[config.mk]
export PLATFORM = sky130hd
export DESIGN_NAME = ad_assist_ctrl
export DESIGN_NICKNAME = d
export VERILOG_FILES = /design/src/rtl/ad_pkg.sv /design/src/rtl/ad_walk_model.sv /design/src/rtl/ad_tlb.sv /design/src/rtl/ad_pend_rec.sv /design/src/rtl/ad_assist_ctrl.sv
export SDC_FILE = /design/constraint.sdc
export NUM_CORES = 1
export LEC_CHECK = 0
export CAP_MARGIN = 10
export CORE_AREA = 2 2 149 151
export CTS_BUF_LIST = sky130_fd_sc_hd__clkbuf_2 sky130_fd_sc_hd__clkbuf_4 sky130_fd_sc_hd__clkbuf_8
export DETAILED_ROUTE_END_ITERATION = 16
export DIE_AREA = 0 0 151 153
export DONT_BUFFER_PORTS = 1
export PLACE_DENSITY = 0.7
export SETUP_SLACK_MARGIN = 0.4
export SLEW_MARGIN = 20
export SYNTH_ARGS = -nofsm -noshare
export SYNTH_HDL_FRONTEND = slang
export SYNTH_SLANG_ARGS = --single-unit
[constraint.sdc]
create_clock -name clk -period 7.05 [get_ports clk]
set_clock_uncertainty 0.2 [all_clocks]
set_input_delay 1.41 -clock clk [delete_from_list [all_inputs] [get_ports clk]]
set_output_delay 1.41 -clock clk [all_outputs]
set_load 0.02 [all_outputs]
[src/rtl/ad_pkg.sv]
package ad_pkg;
  localparam int VPN_W = 6;
  localparam int PPN_W = 8;
  localparam logic [PPN_W-1:0] PPN_KEY = 8'hA5;

  typedef enum logic [1:0] {S_IDLE, S_WALK, S_STALL} ad_state_e;

  typedef struct packed {
    logic [VPN_W-1:0] vpn;
    logic [PPN_W-1:0] ppn;
    logic             dirty;
  } xlat_t;

  function automatic logic [PPN_W-1:0] ppn_of(input logic [VPN_W-1:0] v);
    return PPN_W'(v) ^ PPN_KEY;
  endfunction

  function automatic logic init_acc(input logic [VPN_W-1:0] v);
    return v[0];
  endfunction

  function automatic logic init_dirty(input logic [VPN_W-1:0] v);
    return v[1];
  endfunction

  // an update is needed when the accessed flag is clear, or a store meets a clean page
  function automatic logic needs_update(input logic acc, input logic dirty, input logic store);
    return !acc || (store && !dirty);
  endfunction
endpackage

[src/rtl/ad_walk_model.sv]
module ad_walk_model
  import ad_pkg::*;
#(
  parameter int LAT = 4
) (
  input  logic             clk,
  input  logic             rst_n,
  input  logic             start,
  input  logic [VPN_W-1:0] start_vpn,
  input  logic             wr_en,
  input  logic [VPN_W-1:0] wr_vpn,
  input  logic             wr_dirty,
  output logic             rsp_valid,
  output logic [PPN_W-1:0] rsp_ppn,
  output logic             rsp_acc,
  output logic             rsp_dirty
);
  localparam int PAGES = 1 << VPN_W;
  localparam int CNT_W = $clog2(LAT + 1);

  logic [CNT_W-1:0] cnt_q;
  logic [VPN_W-1:0] vpn_q;
  logic [PAGES-1:0] acc_tbl, dirty_tbl;

  always_ff @(posedge clk) begin
    if (!rst_n) begin
      cnt_q <= '0;
      vpn_q <= '0;
      for (int p = 0; p < PAGES; p++) begin
        acc_tbl[p]   <= init_acc(VPN_W'(p));
        dirty_tbl[p] <= init_dirty(VPN_W'(p));
      end
    end else begin
      if (start) begin
        cnt_q <= CNT_W'(LAT);
        vpn_q <= start_vpn;
      end else if (cnt_q != '0) begin
        cnt_q <= cnt_q - 1'b1;
      end
      if (wr_en) begin
        acc_tbl[wr_vpn]   <= 1'b1;
        dirty_tbl[wr_vpn] <= dirty_tbl[wr_vpn] | wr_dirty;
      end
    end
  end

  assign rsp_valid = (cnt_q == CNT_W'(1));
  assign rsp_ppn   = ppn_of(vpn_q);
  assign rsp_acc   = acc_tbl[vpn_q];
  assign rsp_dirty = dirty_tbl[vpn_q];

  // a new walk is only started once the previous one has answered
  assert_walk_idle_on_start_R2: assert property (@(posedge clk) disable iff (!rst_n)
    start |-> (cnt_q == '0));
endmodule

[src/rtl/ad_tlb.sv]
module ad_tlb
  import ad_pkg::*;
#(
  parameter int IDX_W = 2
) (
  input  logic             clk,
  input  logic             rst_n,
  input  logic [VPN_W-1:0] lk_vpn,
  input  logic             lk_store,
  output logic             lk_hit,
  output logic [PPN_W-1:0] lk_ppn,
  input  logic             fill_en,
  input  xlat_t            fill
);
  localparam int ENTRIES = 1 << IDX_W;

  xlat_t              ent [ENTRIES];
  logic [ENTRIES-1:0] vld;
  xlat_t              sel;

  for (genvar e = 0; e < ENTRIES; e++) begin : g_ent
    always_ff @(posedge clk) begin
      if (!rst_n) begin
        vld[e] <= 1'b0;
        ent[e] <= '0;
      end else if (fill_en && (fill.vpn[IDX_W-1:0] == IDX_W'(e))) begin
        vld[e] <= 1'b1;
        ent[e] <= fill;
      end
    end
  end

  assign sel    = ent[lk_vpn[IDX_W-1:0]];
  assign lk_hit = vld[lk_vpn[IDX_W-1:0]] && (sel.vpn == lk_vpn) && (!lk_store || sel.dirty);
  assign lk_ppn = sel.ppn;
endmodule

[src/rtl/ad_pend_rec.sv]
module ad_pend_rec
  import ad_pkg::*;
(
  input  logic  clk,
  input  logic  rst_n,
  input  logic  set_en,
  input  xlat_t set_data,
  input  logic  retire,
  input  logic  flush,
  output logic  valid,
  output xlat_t data,
  output logic  fire
);
  assign fire = valid && retire && !flush;

  always_ff @(posedge clk) begin
    if (!rst_n) begin
      valid <= 1'b0;
      data  <= '0;
    end else if (set_en) begin
      valid <= 1'b1;
      data  <= set_data;
    end else if (valid && (retire || flush)) begin
      valid <= 1'b0;
    end
  end

  assert_single_outstanding_R9: assert property (@(posedge clk) disable iff (!rst_n)
    set_en |-> !valid);
  assert_flush_drops_R6: assert property (@(posedge clk) disable iff (!rst_n)
    (valid && flush) |=> !valid);
endmodule

[src/rtl/ad_assist_ctrl.sv]
module ad_assist_ctrl
  import ad_pkg::*;
#(
  parameter int WALK_LAT  = 4,
  parameter int TLB_IDX_W = 2
) (
  input  logic             clk,
  input  logic             rst_n,
  input  logic             req_valid_i,
  input  logic [VPN_W-1:0] req_vpn_i,
  input  logic             req_store_i,
  input  logic             req_spec_i,
  output logic             req_ready_o,
  input  logic             retire_i,
  input  logic             flush_i,
  output logic             done_o,
  output logic [PPN_W-1:0] done_ppn_o,
  output logic             redispatch_o,
  output logic             pte_wr_valid_o,
  output logic [VPN_W-1:0] pte_wr_vpn_o,
  output logic             pte_wr_dirty_o
);
  ad_state_e        state_q, state_d;
  logic [VPN_W-1:0] cur_vpn_q;
  logic             cur_st_q, cur_spec_q;
  logic [PPN_W-1:0] sv_ppn_q;
  logic             sv_acc_q, sv_dirty_q;

  // named internal events
  logic             accept_w, tlb_hit_w, hit_done_w, walk_start_w;
  logic             rsp_valid_w, rsp_acc_w, rsp_dirty_w;
  logic [PPN_W-1:0] tlb_ppn_w, rsp_ppn_w;
  logic             resolve_w, need_w, go_stall_w, plain_done_w, imm_fix_w, park_w;
  logic [PPN_W-1:0] res_ppn_w;
  logic             res_acc_w, res_dirty_w, new_dirty_w;
  logic             pend_valid_w, pend_fire_w;
  xlat_t            pend_data_w, cur_xlat_w, tlb_fill_w;
  logic             tlb_fill_en_w, pt_wr_en_w;

  assign req_ready_o  = (state_q == S_IDLE);
  assign accept_w     = req_ready_o && req_valid_i;
  assign hit_done_w   = accept_w && tlb_hit_w;
  assign walk_start_w = accept_w && !tlb_hit_w;

  // outcome of a walk: fresh from the walker, or replayed from the saved copy after a stall
  assign resolve_w    = ((state_q == S_WALK) && rsp_valid_w) || ((state_q == S_STALL) && !pend_valid_w);
  assign res_ppn_w    = (state_q == S_WALK) ? rsp_ppn_w   : sv_ppn_q;
  assign res_acc_w    = (state_q == S_WALK) ? rsp_acc_w   : sv_acc_q;
  assign res_dirty_w  = (state_q == S_WALK) ? rsp_dirty_w : sv_dirty_q;
  assign need_w       = needs_update(res_acc_w, res_dirty_w, cur_st_q);
  assign new_dirty_w  = res_dirty_w | cur_st_q;
  assign go_stall_w   = resolve_w && need_w && pend_valid_w;
  assign plain_done_w = resolve_w && !need_w;
  assign imm_fix_w    = resolve_w && need_w && !pend_valid_w && !cur_spec_q;
  assign park_w       = resolve_w && need_w && !pend_valid_w && cur_spec_q;

  assign cur_xlat_w    = '{vpn: cur_vpn_q, ppn: res_ppn_w, dirty: new_dirty_w};
  assign tlb_fill_en_w = pend_fire_w || plain_done_w || imm_fix_w;
  assign tlb_fill_w    = pend_fire_w ? pend_data_w : cur_xlat_w;
  assign pt_wr_en_w    = pend_fire_w || imm_fix_w;

  ad_tlb #(.IDX_W(TLB_IDX_W)) u_tlb (
    .clk(clk), .rst_n(rst_n),
    .lk_vpn(req_vpn_i), .lk_store(req_store_i), .lk_hit(tlb_hit_w), .lk_ppn(tlb_ppn_w),
    .fill_en(tlb_fill_en_w), .fill(tlb_fill_w)
  );

  ad_walk_model #(.LAT(WALK_LAT)) u_walk (
    .clk(clk), .rst_n(rst_n),
    .start(walk_start_w), .start_vpn(req_vpn_i),
    .wr_en(pt_wr_en_w),
    .wr_vpn(pend_fire_w ? pend_data_w.vpn : cur_vpn_q),
    .wr_dirty(pend_fire_w ? pend_data_w.dirty : new_dirty_w),
    .rsp_valid(rsp_valid_w), .rsp_ppn(rsp_ppn_w), .rsp_acc(rsp_acc_w), .rsp_dirty(rsp_dirty_w)
  );

  ad_pend_rec u_pend (
    .clk(clk), .rst_n(rst_n),
    .set_en(park_w), .set_data(cur_xlat_w),
    .retire(retire_i), .flush(flush_i),
    .valid(pend_valid_w), .data(pend_data_w), .fire(pend_fire_w)
  );

  always_comb begin
    state_d = state_q;
    unique case (state_q)
      S_IDLE:  if (walk_start_w) state_d = S_WALK;
      S_WALK:  if (rsp_valid_w)  state_d = go_stall_w ? S_STALL : S_IDLE;
      S_STALL: if (!pend_valid_w) state_d = S_IDLE;
      default: state_d = S_IDLE;
    endcase
  end

  always_ff @(posedge clk) begin
    if (!rst_n) begin
      state_q        <= S_IDLE;
      cur_vpn_q      <= '0;
      cur_st_q       <= 1'b0;
      cur_spec_q     <= 1'b0;
      sv_ppn_q       <= '0;
      sv_acc_q       <= 1'b0;
      sv_dirty_q     <= 1'b0;
      done_o         <= 1'b0;
      done_ppn_o     <= '0;
      redispatch_o   <= 1'b0;
      pte_wr_valid_o <= 1'b0;
      pte_wr_vpn_o   <= '0;
      pte_wr_dirty_o <= 1'b0;
    end else begin
      state_q <= state_d;
      if (accept_w) begin
        cur_vpn_q  <= req_vpn_i;
        cur_st_q   <= req_store_i;
        cur_spec_q <= req_spec_i;
      end
      if ((state_q == S_WALK) && rsp_valid_w) begin
        sv_ppn_q   <= rsp_ppn_w;
        sv_acc_q   <= rsp_acc_w;
        sv_dirty_q <= rsp_dirty_w;
      end
      done_o         <= hit_done_w || plain_done_w || imm_fix_w;
      done_ppn_o     <= hit_done_w ? tlb_ppn_w : res_ppn_w;
      redispatch_o   <= park_w;
      pte_wr_valid_o <= pt_wr_en_w;
      pte_wr_vpn_o   <= pend_fire_w ? pend_data_w.vpn : cur_vpn_q;
      pte_wr_dirty_o <= pend_fire_w ? pend_data_w.dirty : new_dirty_w;
    end
  end

  assert_one_outcome_R4: assert property (@(posedge clk) disable iff (!rst_n)
    !(done_o && redispatch_o));
  assert_redispatch_spec_R4: assert property (@(posedge clk) disable iff (!rst_n)
    redispatch_o |-> cur_spec_q);
  assert_write_cause_R5: assert property (@(posedge clk) disable iff (!rst_n)
    pte_wr_valid_o |-> ($past(retire_i) || done_o));
  assert_flush_no_write_R6: assert property (@(posedge clk) disable iff (!rst_n)
    (pend_valid_w && flush_i) |=> !pte_wr_valid_o);
endmodule

==> flow_summary.ini <==
[clock_tree]
cts.clk_slew.worst_paths_ns = 0.06
cts_sinks = 248
clock_latency_ns = 0.55
cts_buffers = 41
cts_tree = done
cts-hold-fix-buffers = 0
cts_setup_buffers = 0
clk_path_buf_depth = 3
cts_resized = 0
cts-root-buf = clkbuf_8
cts_max_level = 2

[detailed_routing]
antenna_left = 0
dr.pass1.iters = 6
drc = 0
drt_iter0_drc = 1096
via_count = 9666
finalWirelength_um = 34100
viasPerCell = 6.56
wl_per_cell_um = 23.1

[worst_setup_path]
end_kind = flip-flop
crit_chain = nand3b_1 > mux2i_1 > a221oi_1 > a22oi_1 > a22oi_1 > nand4_1 > nor2_4 > buf_4 > o311ai_0
startpoint = retire_i
critPathRequiredTime_ns = 7.22
cp-endpoint = u_walk.dirty_tbl[62]$_SDFFE_PN1P_
timing.rr.start = u_walk.vpn_q[2]$_SDFFE_PN0P_
cp_max_fo = 23
rrSetupSlack_ns = 2.44
reg2reg_depth = 8
start_kind = input pin
slowest_stage = nand3b_1
critPathKind = in -> reg
critPathMostFrequentCell = a22oi_1
cpPeakStageDelay_ns = 0.67
rr_endpoint = u_walk.dirty_tbl[33]$_SDFFE_PN0P_
arrival_ns = 5.02

[die]
num_rows = 54
start_util_pct = 54.6
core_um2 = 21500
ios = 32
die_w_um = 151
dieArea_um2 = 23100
die_h_um = 153

[hold_path]
hold_path_class = reg -> reg
hold_start = u_walk.acc_tbl[55]$_SDFFE_PN1P_

[pwr]
leakagePower_nw = 4.26
fin_total_pwr_mw = 3.08
p_per_area_nw_per_um2 = 244
peakVddDrop_uv = 130

[yosys]
netlist_instances = 1207
synth_enable_flop_cells = 56
ys_seq_area_share_pct = 47.1
async_flop_share_pct = 0
synth.distinct_cells = 60
yosysWarnings = 0
ys_ff_latch = 248
synth_flop_cell = dfxtp_1
synth_area_per_cell_um2 = 9.71
netlist_area_um2 = 11700

[layout]
layout_commonest_cell = dfxtp_1
area_growth_pct = 7.51
layout_common_cells = dfxtp_1 (190), nor2_1 (143), nand2_1 (114), a21oi_1 (75), mux2i_1 (61)
final_cells = 1473
layout-drive-gt1-share_pct = 12.0
nNetsFinal = 1183
n_antenna_cell = 0

[timing]
fin_crit_ns = 4.85
fin_crit_sh_pct = 68.8
fin_setup_tns_ns = 0
maxSlewViolCount = 0
hold_violations = 0
max_freq_ghz = 0.206
timing.final.ws_setup_ns = 2.20
grt_setup_unrepaired = false
finalSetupViolCount = 0
max_slew_margin_pct = 21.4
tightest_slew_ns = 1.17

[place]
dpl.cell_count = 1404
hpwl_um = 22000
place.gp.congestion = 1.04
preCtsSetupSlack_ns = 1.75
io_buffers = 0

[global_route]
track_usage_pct = 29.8
gr-total-overflow = 0
grt_pass1_vias = 9206
grt_max_degree = 72
grt_pass1_wl_um = 53200
antenna_found_initial = 0

[run]
max_cap_violations = 0

[outcome]
status = finished clean
routing by layer:
layer / vias up / track usage (%) / part of all wire [%]
met5: - / 0 / 0
li1: 4388 / - / -
met3: 120 / 7.22 / 11
met1: 4630 / 42.7 / 42
met2: 528 / 43.7 / 43
met4: 0 / 11.5 / 3.8
state kept, by name, indices dropped and copies added, names as in the netlist, 2 cells and up:
signal / count
state_q: 2
u_tlb.vld: 4
u_tlb.ent: 56
u_walk.vpn_q: 6
u_walk.dirty_tbl: 64
u_walk.acc_tbl: 64
pte_wr_vpn_o: 6
cur_vpn_q: 6
u_pend.data: 14
done_ppn_o: 7
u_walk.cnt_q: 3
sv_ppn_q: 7
critical path: cells and delay by family:
family	cells	cell delay, ns
AND/OR/NAND/NOR	3	1.66
AO/OA/AOI/OAI	4	1.01
multiplexers	1	0.56
buffers and inverters	1	0.35
cells by family after synthesis:
| group | count (synthesis) | share of synthesized area [%] |
|---|---|---|
| multiplexers | 103 | 12.9 |
| other | 1 | 0.0320 |
| XOR/XNOR | 5 | 0.374 |
| buffers and inverters | 130 | 4.60 |
| adder cells (fa/ha/maj) | 3 | 0.320 |
| flip-flops | 248 | 47.1 |
| AO/OA/AOI/OAI | 332 | 19.8 |
| AND/OR/NAND/NOR | 385 | 14.9 |
cell usage after synthesis (all sizes together) (4+ instances only):
| cell type | number | area share [%] |
|---|---|---|
| dfxtp | 192 | 33 |
| nor2 | 144 | 4.6 |
| nand2 | 114 | 3.7 |
| clkbuf | 77 | 2.5 |
| a21oi | 75 | 3.2 |
| mux2i | 61 | 5.2 |
| edfxtp | 56 | 14 |
| nand2b | 41 | 2.2 |
| mux4 | 38 | 7.3 |
| o21ai | 37 | 1.6 |
| buf | 32 | 1.5 |
| a211o | 27 | 2.0 |
| nor3 | 27 | 1.2 |
| a31oi | 26 | 1.4 |
| o21a | 23 | 1.5 |
| o311ai | 22 | 1.6 |
| inv | 21 | 0.67 |
| a221oi | 19 | 1.4 |
| o31ai | 19 | 1.2 |
| a211oi | 18 | 1.2 |
| a311oi | 16 | 1.2 |
| a22oi | 15 | 0.96 |
| nand3 | 11 | 0.47 |
| and3 | 9 | 0.48 |
| o211ai | 8 | 0.51 |
| nor4 | 7 | 0.37 |
| or3 | 7 | 0.37 |
| nor2b | 6 | 0.32 |
| o22ai | 5 | 0.27 |
| o41ai | 5 | 0.37 |
| and2 | 4 | 0.21 |
| mux2 | 4 | 0.38 |
| xor2 | 4 | 0.30 |
worst min path at each step:
stage | slack (ns) | depth (start not counted) | to
finish | 0.24 | 1 | u_walk.acc_tbl[55]$_SDFFE_PN1P_
global route | 0.25 | 1 | u_walk.acc_tbl[53]$_SDFFE_PN1P_
CTS | 0.24 | 1 | u_walk.acc_tbl[55]$_SDFFE_PN1P_
detailed placement | 0.23 | 1 | u_walk.acc_tbl[55]$_SDFFE_PN1P_
global placement | 0.22 | 1 | u_walk.acc_tbl[19]$_SDFFE_PN1P_
floorplan | 0.21 | 1 | u_walk.acc_tbl[55]$_SDFFE_PN1P_
power breakdown:
part / internal (mW) / switching, mW
Clock: 0.671 / 0.563
Combinational: 0.104 / 0.214
Sequential: 1.48 / 0.0405
layout make-up:
| type | instances | area, µm² |
|---|---|---|
| inverter | 21 | 81.3 |
| fill | 1849 | 8880 |
| tap | 280 | 350 |
| multi-input combinational | 833 | 5680 |
| sequential | 248 | 5530 |
| timing repair buffer | 22 | 165 |
| clock buffer | 60 | 738 |
| clock inverter | 9 | 56.3 |
per-stage QoR:
| stage | util, % | area (µm²) | hold WS, ns |
|---|---|---|---|
| 2_1_floorplan | - | 11700 | 0.209 |
| 6_report | 58.7 | 12600 | 0.236 |
| 3_5_place_dp | 54.9 | 11800 | 0.229 |
| 3_3_place_gp | 54.9 | 11800 | 0.222 |
| 5_1_grt | 58.7 | 12600 | 0.247 |
| 4_1_cts | 58.6 | 12600 | 0.241 |
Note: power is estimated with default switching activity, not from simulation.
